`src/rtl/nand_cmd_seq.sv`:
```
module nand_cmd_seq #(
  parameter int RD_BYTES = 8,
  parameter int CNT_W    = 16
) (
  input  logic        clk,
  input  logic        rst_n,
  input  logic        run,
  input  logic        desc_wr,
  input  logic [31:0] desc_data,
  input  logic [31:0] tim0,
  input  logic [31:0] tim1,
  output logic        cmd_req,
  output logic        ce_n,
  output logic        cle,
  output logic        ale,
  output logic        we_n,
  output logic        re_n,
  output logic [7:0]  io_out,
  output logic        io_oe,
  input  logic [7:0]  io_in,
  input  logic        rb,
  output logic [7:0]  rd_data,
  output logic        rd_valid,
  output logic        done
);

  localparam int RC_W = $clog2(RD_BYTES + 1);
  localparam logic [RC_W-1:0] RC_LAST = RC_W'(RD_BYTES - 1);

  typedef enum logic [3:0] {
    S_IDLE, S_REQ, S_CS, S_WLO, S_WHI, S_GAP,
    S_RLO, S_RHI, S_TR, S_BUSY, S_HOLD, S_DONE
  } st_t;

  typedef enum logic [1:0] {K_CMD1, K_ADDR, K_CMD2} kind_t;

  st_t              st, nx_st;
  kind_t            kind, nx_kind;
  logic [2:0]       ai, nx_ai;
  logic [CNT_W-1:0] cnt, nx_cnt;
  logic [1:0]       wc;
  logic [31:0]      w0, w1, w2;
  logic [RC_W-1:0]  rc;

  // descriptor fields
  logic [7:0] op1, op2;
  logic [2:0] nadr, ctype;
  logic       dbc, is_rd, is_bsy;
  assign op1   = w0[7:0];
  assign op2   = w0[15:8];
  assign nadr  = w0[18:16];
  assign dbc   = w0[19];
  assign ctype = w0[23:21];
  assign is_rd  = (ctype == 3'd3) || (ctype == 3'd4);
  assign is_bsy = dbc && ((ctype == 3'd1) || (ctype == 3'd2));

  // timing fields, widened to the counter
  logic [CNT_W-1:0] t_ch, t_cs, t_wh, t_wp, t_rh, t_rp, t_r, t_whr, t_ar;
  assign t_ch  = CNT_W'(tim0[21:19]);
  assign t_cs  = CNT_W'(tim0[18:16]);
  assign t_wh  = CNT_W'(tim0[13:11]);
  assign t_wp  = CNT_W'(tim0[10:8]);
  assign t_rh  = CNT_W'(tim0[5:3]);
  assign t_rp  = CNT_W'(tim0[2:0]);
  assign t_r   = CNT_W'(tim1[31:16]);
  assign t_whr = CNT_W'(tim1[7:4]);
  assign t_ar  = CNT_W'(tim1[3:0]);

  logic [63:0] abuf;
  logic [7:0]  abyte;
  assign abuf  = {w2, w1};
  assign abyte = abuf[{ai, 3'b000} +: 8];

  // where to go once a write cycle has completed
  always_comb begin
    nx_st   = S_HOLD;
    nx_kind = kind;
    nx_ai   = ai;
    nx_cnt  = t_ch;
    if (kind == K_CMD1 && nadr != 3'd0) begin
      nx_st = S_WLO; nx_kind = K_ADDR; nx_ai = 3'd0; nx_cnt = t_wp;
    end else if (kind == K_ADDR && ({1'b0, ai} + 4'd1) < {1'b0, nadr}) begin
      nx_st = S_WLO; nx_ai = ai + 3'd1; nx_cnt = t_wp;
    end else if (kind != K_CMD2 && dbc) begin
      nx_st = S_WLO; nx_kind = K_CMD2; nx_cnt = t_wp;
    end else if (is_rd) begin
      nx_st = S_GAP; nx_cnt = (kind == K_ADDR) ? t_ar : t_whr;
    end else if (is_bsy) begin
      nx_st = S_TR; nx_cnt = t_r;
    end
  end

  always_ff @(posedge clk) begin
    if (!rst_n) begin
      st <= S_IDLE; kind <= K_CMD1; ai <= '0; cnt <= '0; wc <= '0;
      w0 <= '0; w1 <= '0; w2 <= '0; rc <= '0;
      rd_data <= '0; rd_valid <= 1'b0;
    end else begin
      rd_valid <= 1'b0;
      if (!run) begin
        st <= S_IDLE;
        wc <= '0;
      end else begin
        case (st)
          S_IDLE: begin st <= S_REQ; wc <= '0; end
          S_REQ: if (desc_wr) begin
            case (wc)
              2'd0:    w0 <= desc_data;
              2'd1:    w1 <= desc_data;
              default: w2 <= desc_data;
            endcase
            if (wc == 2'd2) begin
              wc <= '0; st <= S_CS; cnt <= t_cs;
            end else wc <= wc + 2'd1;
          end
          S_CS: if (cnt == '0) begin
            st <= S_WLO; kind <= K_CMD1; ai <= '0; cnt <= t_wp;
          end else cnt <= cnt - 1'b1;
          S_WLO: if (cnt == '0) begin
            st <= S_WHI; cnt <= t_wh;
          end else cnt <= cnt - 1'b1;
          S_WHI: if (cnt == '0) begin
            st <= nx_st; kind <= nx_kind; ai <= nx_ai; cnt <= nx_cnt;
          end else cnt <= cnt - 1'b1;
          S_GAP: if (cnt == '0) begin
            st <= S_RLO; cnt <= t_rp; rc <= '0;
          end else cnt <= cnt - 1'b1;
          S_RLO: if (cnt == '0) begin
            rd_data <= io_in; rd_valid <= 1'b1;
            st <= S_RHI; cnt <= t_rh;
          end else cnt <= cnt - 1'b1;
          S_RHI: if (cnt == '0) begin
            if (rc == RC_LAST) begin
              st <= S_HOLD; cnt <= t_ch;
            end else begin
              rc <= rc + 1'b1; st <= S_RLO; cnt <= t_rp;
            end
          end else cnt <= cnt - 1'b1;
          S_TR: if (cnt == '0) st <= S_BUSY;
                else cnt <= cnt - 1'b1;
          S_BUSY: if (rb) begin st <= S_HOLD; cnt <= t_ch; end
          S_HOLD: if (cnt == '0) st <= S_DONE;
                  else cnt <= cnt - 1'b1;
          S_DONE: st <= S_REQ;
          default: st <= S_IDLE;
        endcase
      end
    end
  end

  logic wr_ph;
  assign wr_ph   = (st == S_WLO) || (st == S_WHI);
  assign cmd_req = (st == S_REQ);
  assign done    = (st == S_DONE);
  assign ce_n    = (st == S_IDLE) || (st == S_REQ) || (st == S_DONE);
  assign cle     = wr_ph && (kind != K_ADDR);
  assign ale     = wr_ph && (kind == K_ADDR);
  assign we_n    = (st != S_WLO);
  assign re_n    = (st != S_RLO);
  assign io_oe   = wr_ph;
  assign io_out  = (kind == K_ADDR) ? abyte : (kind == K_CMD2) ? op2 : op1;

  p_abort_r11: assert property (@(posedge clk) disable iff (!rst_n)
    !run |=> (ce_n && !cmd_req && !done));
  p_done_then_req_r10: assert property (@(posedge clk) disable iff (!rst_n)
    (done && run) |=> (cmd_req && !done));
  p_req_held_r2: assert property (@(posedge clk) disable iff (!rst_n)
    (cmd_req && !desc_wr && run) |=> cmd_req);
  p_rd_after_strobe_r8: assert property (@(posedge clk) disable iff (!rst_n)
    rd_valid |-> !$past(re_n));
  p_latch_driven_r4: assert property (@(posedge clk) disable iff (!rst_n)
    $rose(we_n) && run |-> io_oe);
  p_busy_blocks_r7: assert property (@(posedge clk) disable iff (!rst_n)
    (st == S_BUSY && !rb) |=> !done);
  p_lines_excl_r12: assert property (@(posedge clk) disable iff (!rst_n)
    !(cle && ale) && (we_n || re_n));

endmodule

```
`config.mk`:
```
export PLATFORM = sky130hd
export DESIGN_NAME = nand_cmd_seq
export DESIGN_NICKNAME = d
export VERILOG_FILES = /design/src/rtl/nand_cmd_seq.sv
export SDC_FILE = /design/constraint.sdc
export NUM_CORES = 1
export LEC_CHECK = 0
export ABC_AREA = 1
export BUFFER_PORTS_ARGS = -buffer_cell sky130_fd_sc_hd__buf_2
export CORE_MARGIN = 2
export CORE_UTILIZATION = 35
export CTS_CLUSTER_DIAMETER = 30
export DETAILED_ROUTE_END_ITERATION = 10
export GPL_TIMING_DRIVEN = 0
export PLACE_DENSITY_LB_ADDON = 0.08
export SLEW_MARGIN = 20
export SYNTH_ARGS = -nofsm -noshare
export SYNTH_HDL_FRONTEND = slang
export SYNTH_SLANG_ARGS = --single-unit
```
`constraint.sdc`:
```
create_clock -name clk -period 4.2 [get_ports clk]
set_input_delay 0.21 -clock clk [delete_from_list [all_inputs] [get_ports clk]]
set_output_delay 0.21 -clock clk [all_outputs]
set_load 0.02 [all_outputs]
```
**Word-level counts from Yosys, hierarchy flattened**

Index checks and enable logic that the tools add are counted.

- $add $sub $neg: 5
- Magnitude comparators: 1
- Equality and inequality tests: 40
- Shifts and indexed selects: 1
- Mux-type cells: 57
- Bitwise operators: 1
- Reduce and logical (&&, ||, !) cells: 35

Operators by type and width:

| operator | number |
|---|---|
| 2-to-1 mux 16 bit | 15 |
| one-hot mux 16 bit (9 select lines) | 1 |
| 2-to-1 mux 4 bit | 20 |
| indexed part select 64 x 7 -> 8 bit | 1 |
| one-hot mux 4 bit (11 select lines) | 1 |
| != test 2 bit (second input constant) | 13 |
| == test 4 x 3 -> 1 bit (second input constant) | 5 |
| == test 4 bit (second input constant) | 4 |
| logical NOT 16 bit | 1 |
| 2-to-1 mux 2 bit | 8 |
| 2-to-1 mux 8 bit | 2 |
| subtractor 16 x 1 -> 16 bit (second input constant) | 1 |
| 2-to-1 mux 3 bit | 5 |
| AND reduction 4 bit | 3 |
| AND reduction 6 bit | 2 |
| AND reduction 11 bit | 1 |
| AND reduction 5 bit | 2 |
| != test 3 bit (second input constant) | 3 |
| nonzero test 9 bit | 1 |
| == test 4 x 2 -> 1 bit (second input constant) | 2 |
| one-hot mux 2 bit (2 select lines) | 2 |
| one-hot mux 4 bit (2 select lines) | 1 |
| == test 3 x 2 -> 1 bit (second input constant) | 2 |
| logical AND 1 bit | 6 |
| other kinds (24) | 38 |

- Bits in registers: 128
- Input port bits: 109
- Word-level logic and storage cells: 151

**Longest topological paths before layout**

- Depth after elaboration: 10
- Depth in mapped cells: 17
- Gate-level depth less buffers: 17

**Least setup slack after synthesis**

OpenSTA, ideal clock, no wires.

- Path type: flip-flop to flip-flop
- From: reg ai[0]
- To: reg cnt[5]
- Library setup time: 70 ps
- Data arrival time: 1,737 ps
- Slack: 2,393 ps
- Cell stages (with the launch flop): 13
- Path buffers: 0
- Clock period less this slack: 1,807 ps
- Cells stage by stage: dfxtp_1 ha_1 ha_1 nand2_1 nand2_1 nand2_1 nand2_1 nand2_2 a21oi_4 nand3_4 o21ai_1 nand2_1 a21oi_1

- Word-level cells in the longest chain between the ends: 7

Ends and longest elaborated chain:

| what | line | source |
|---|---|---|
| start, declared | 39 | `logic [2:0] ai, nx_ai;` |
| start signal, assigned | 123 | `st <= nx_st; kind <= nx_kind; ai <= nx_ai; cnt <= nx_cnt;` |
| adder 3 x 1 -> 4 bit | 82 | `end else if (kind == K_ADDR && ({1'b0, ai} + 4'd1) < {1'b0, nadr}) begin` |
| less-than comparator 4 x 3 -> 1 bit | 82 |  |
| logical AND 1 bit | 82 |  |
| 2-to-1 mux 16 bit | 82 |  |
| 2-to-1 mux 16 bit | 80 | `if (kind == K_CMD1 && nadr != 3'd0) begin` |
| 2-to-1 mux 16 bit | 122 | `S_WHI: if (cnt == '0) begin` |
| one-hot mux 16 bit (9 select lines) | 104 | `case (st)` |
| end signal, assigned | 121 | `end else cnt <= cnt - 1'b1;` |
| end signal, assigned | 123 |  |
| end signal, assigned | 124 | `end else cnt <= cnt - 1'b1;` |
| end, declared | 40 | `logic [CNT_W-1:0] cnt, nx_cnt;` |

Every way passes these cells.
A chain may end at the register's enable or synchronous reset.

**Worst setup path after layout**

- From: reg ai[1]
- To: out io_out[7]

- Word-level cells in the longest chain between the ends: 2

Ends and longest elaborated chain:

| what | line | source |
|---|---|---|
| indexed part select 64 x 7 -> 8 bit | 72 | `assign abyte = abuf[{ai, 3'b000} +: 8];` |
| 2-to-1 mux 8 bit | 161 | `assign io_out = (kind == K_ADDR) ? abyte : (kind == K_CMD2) ? op2 : op1;` |
| end, declared | 18 | `output logic [7:0] io_out,` |

Every way passes these cells.

==> impl_metrics.yaml <==
pwr:
  power.leakage_nw: 3.61
  switching_share_pct: 25.2
  intPower_mw: 2.20
  switchingPower_uw: 743
  max-vdd-ir-drop_mv: 0.245
  p_comb_share_pct: 9.7
  p_per_area_mw_per_mm2: 359
  p_seq_share_pct: 41.8
  p_clk_share_pct: 48.6
clocking:
  cts_tree: "done"
  path_clk_slew_ns: 0.06
  clock_sinks: 127
  postCtsHoldBufs: 0
  numCtsBuffers: 17
  postCtsSetupBuffers: 0
  root_buffer: "clkbuf_16"
  h-tree-depth: 4
  clockBufferDepth: 2
  cts-resized-gates: 0
  clock_latency_ns: 0.42
drt:
  drt_wl_total_mm: 23.0
  first_pass_iters: 5
  ant_nets: 0
  viasPerCell: 4.95
  post_drt_wl_per_cell_microns: 16.0
  drc_errors: 0
  vias: 7129
  drt_iter0_markers: 652
global_routing:
  antenna_found_initial: 0
  grt_pass1_vias: 6456
  grt_max_degree: 17
  grt_pass1_wl_mm: 35.8
  grt_overflow: 0
  grt_util_all_layers_pct: 22.8
critical_path:
  path_class: "reg2out"
  reg2reg_slack_ns: 1.92
  cp.required_ns: 3.99
  cp-start-kind: "flip-flop"
  worst_setup_path_end_kind: "output port"
  cp_max_fo: 10
  worstPathArrival_ns: 2.53
final_layout:
  fin_nets: 1281
  syn_to_final_growth_pct: 21.4
  final_cell_mix: "nor2_1, o21ai_0, nand2_1"
  post_route_cells_drive_above_1_share_pct: 16.2
  diodes: 0
  final_cells: 1440
  final_common_cell: "nor2_1"
  utilization_pct: 43.6
placement:
  dpl_worst_slack_ns: 1.90
  dp.cells: 1408
  dp_hpwl_mm: 17.4
  numPortBuffers: 110
  gp_congestion: 0.879
die:
  num_rows: 50
  design.die.area_sq_mm: 0.0205
  ioPinCount: 134
  coreArea_sq_mm: 0.0188
  die_y_microns: 143
  start_util_pct: 35.9
  die_width_microns: 143
timing:
  tns_ns: 0
  fin_skew_ns: 0.00792
  slew-limit-headroom_pct: 54.9
  tightest_slew_ns: 0.676
  finalWorstSetupSlack_ns: 1.46
  period_share_pct: 65.2
  rsz0062_at_grt: "no"
  hold_violations: 0
  drv_slew: 0
  final-setup-viol-count: 0
  fin_crit_ns: 2.74
  fmax_ghz: 0.365
synth:
  ys_types: 46
  ys_warn_count: 0
  syn-num-nets: 1152
  syn_area_per_cell_sq_um: 6.52
  synth_area_sq_mm: 0.00676
  postSynthRegisterBits: 127
  netlist_instances: 1038
  yosysSeqAreaShare_pct: 37.6
hold_path:
  hold_path.class: "in2reg"
run_status:
  status: "finished, final reports clean"
job:
  drv_cap: 0
## layer usage
layer	GRT usage [%]	up-vias	share of wire [%]
li1	-	3667	-
met1	34.8	3240	52
met2	32.5	208	41
met3	4.59	14	6.5
met4	5.73	0	0.96
met5	0	-	0
## final cells by class
type	count	area [sq um]
flip-flops and latches	127	2540
fillers	2050	10600
repair buffers	110	551
clock inverters	10	114
inverters	87	328
plain buffers	48	221
clock buffers	22	454
well taps	260	325
multi-input cells	776	3670
## flip-flops by register name, indices dropped and copies added (netlist names)
name      cells
cnt          16
rd_data       8
w2           32
rd_valid      1
w0           23
wc            2
ai            3
st            4
kind          2
rc            4
w1           32
## through the flow
step	area [sq um]	hold slack (ns)	total power, mW
2_1_floorplan	6760	0.345	1.42
3_3_place_gp	7640	0.435	1.54
3_5_place_dp	7640	0.438	1.54
4_1_cts	8210	0.000782	2.97
5_1_grt	8210	0.0161	3.06
6_report	8210	0.0119	2.94
## kinds of logic (layout without fill, tap and decap cells)
kind of cell	count (synthesis)	count (layout)	synth area share, %
flip-flops	127	127	37.6
AND/OR/NAND/NOR	502	502	31.2
AO/OA/AOI/OAI	260	260	21.0
buffers and inverters	135	277	8.12
adder cells (fa/ha/maj)	5	5	0.925
XOR/XNOR	9	9	1.17
## final timing paths
check                     to  cells past startpoint     start
setup / recovery   io_out[7]                      8     ai[1]
hold / removal    rd_data[2]                      3  io_in[2]
setup reg to reg  rd_data[5]                     11    cnt[0]
hold reg to reg      cnt[15]                      2   cnt[15]
## cell usage after synthesis (all sizes together)
cell type        n  area, sq um
inv             84          315
o21ai          182          918
o31ai            1         7.51
buf             15         91.3
ha               5         62.6
nand3           30          180
a21oi           41          216
nand2          148          563
xnor2            3         26.3
a31oi            1         6.26
nor2           296         1170
and3             1         6.26
clkbuf          32          120
nor3            14         96.4
clkinv           3         12.5
xor2             6         52.6
a221oi           1         8.76
o221ai           8         70.1
dfxtp          127         2540
o21bai           1         7.51
o22ai           10         62.6
nor4             2         18.8
nand3b           1         7.51
a211oi           6         50.1
nand4           10         62.6
clkdlybuf4s18    1         10.0
o211ai           9         72.6
## power by group through the flow
stage / combinational (mW) / sequential (mW) / clock (mW)
3_3_place_gp: 0.284 / 1.26 / 0
3_5_place_dp: 0.283 / 1.26 / 0
5_1_grt: 0.317 / 1.23 / 1.52
6_report: 0.284 / 1.23 / 1.43
2_1_floorplan: 0.166 / 1.25 / 0
4_1_cts: 0.284 / 1.23 / 1.46
## critical path, cell delays in order (launching register included)
cell,delay [ns]
dfxtp_1,0.33
clkbuf_1,0.35
inv_1,0.24
clkbuf_1,0.27
o21ai_0,0.15
o22ai_1,0.10
o211ai_1,0.31
o21ai_0,0.18
buf_2,0.19
No activity file was read; power rests on OpenSTA's default activity.
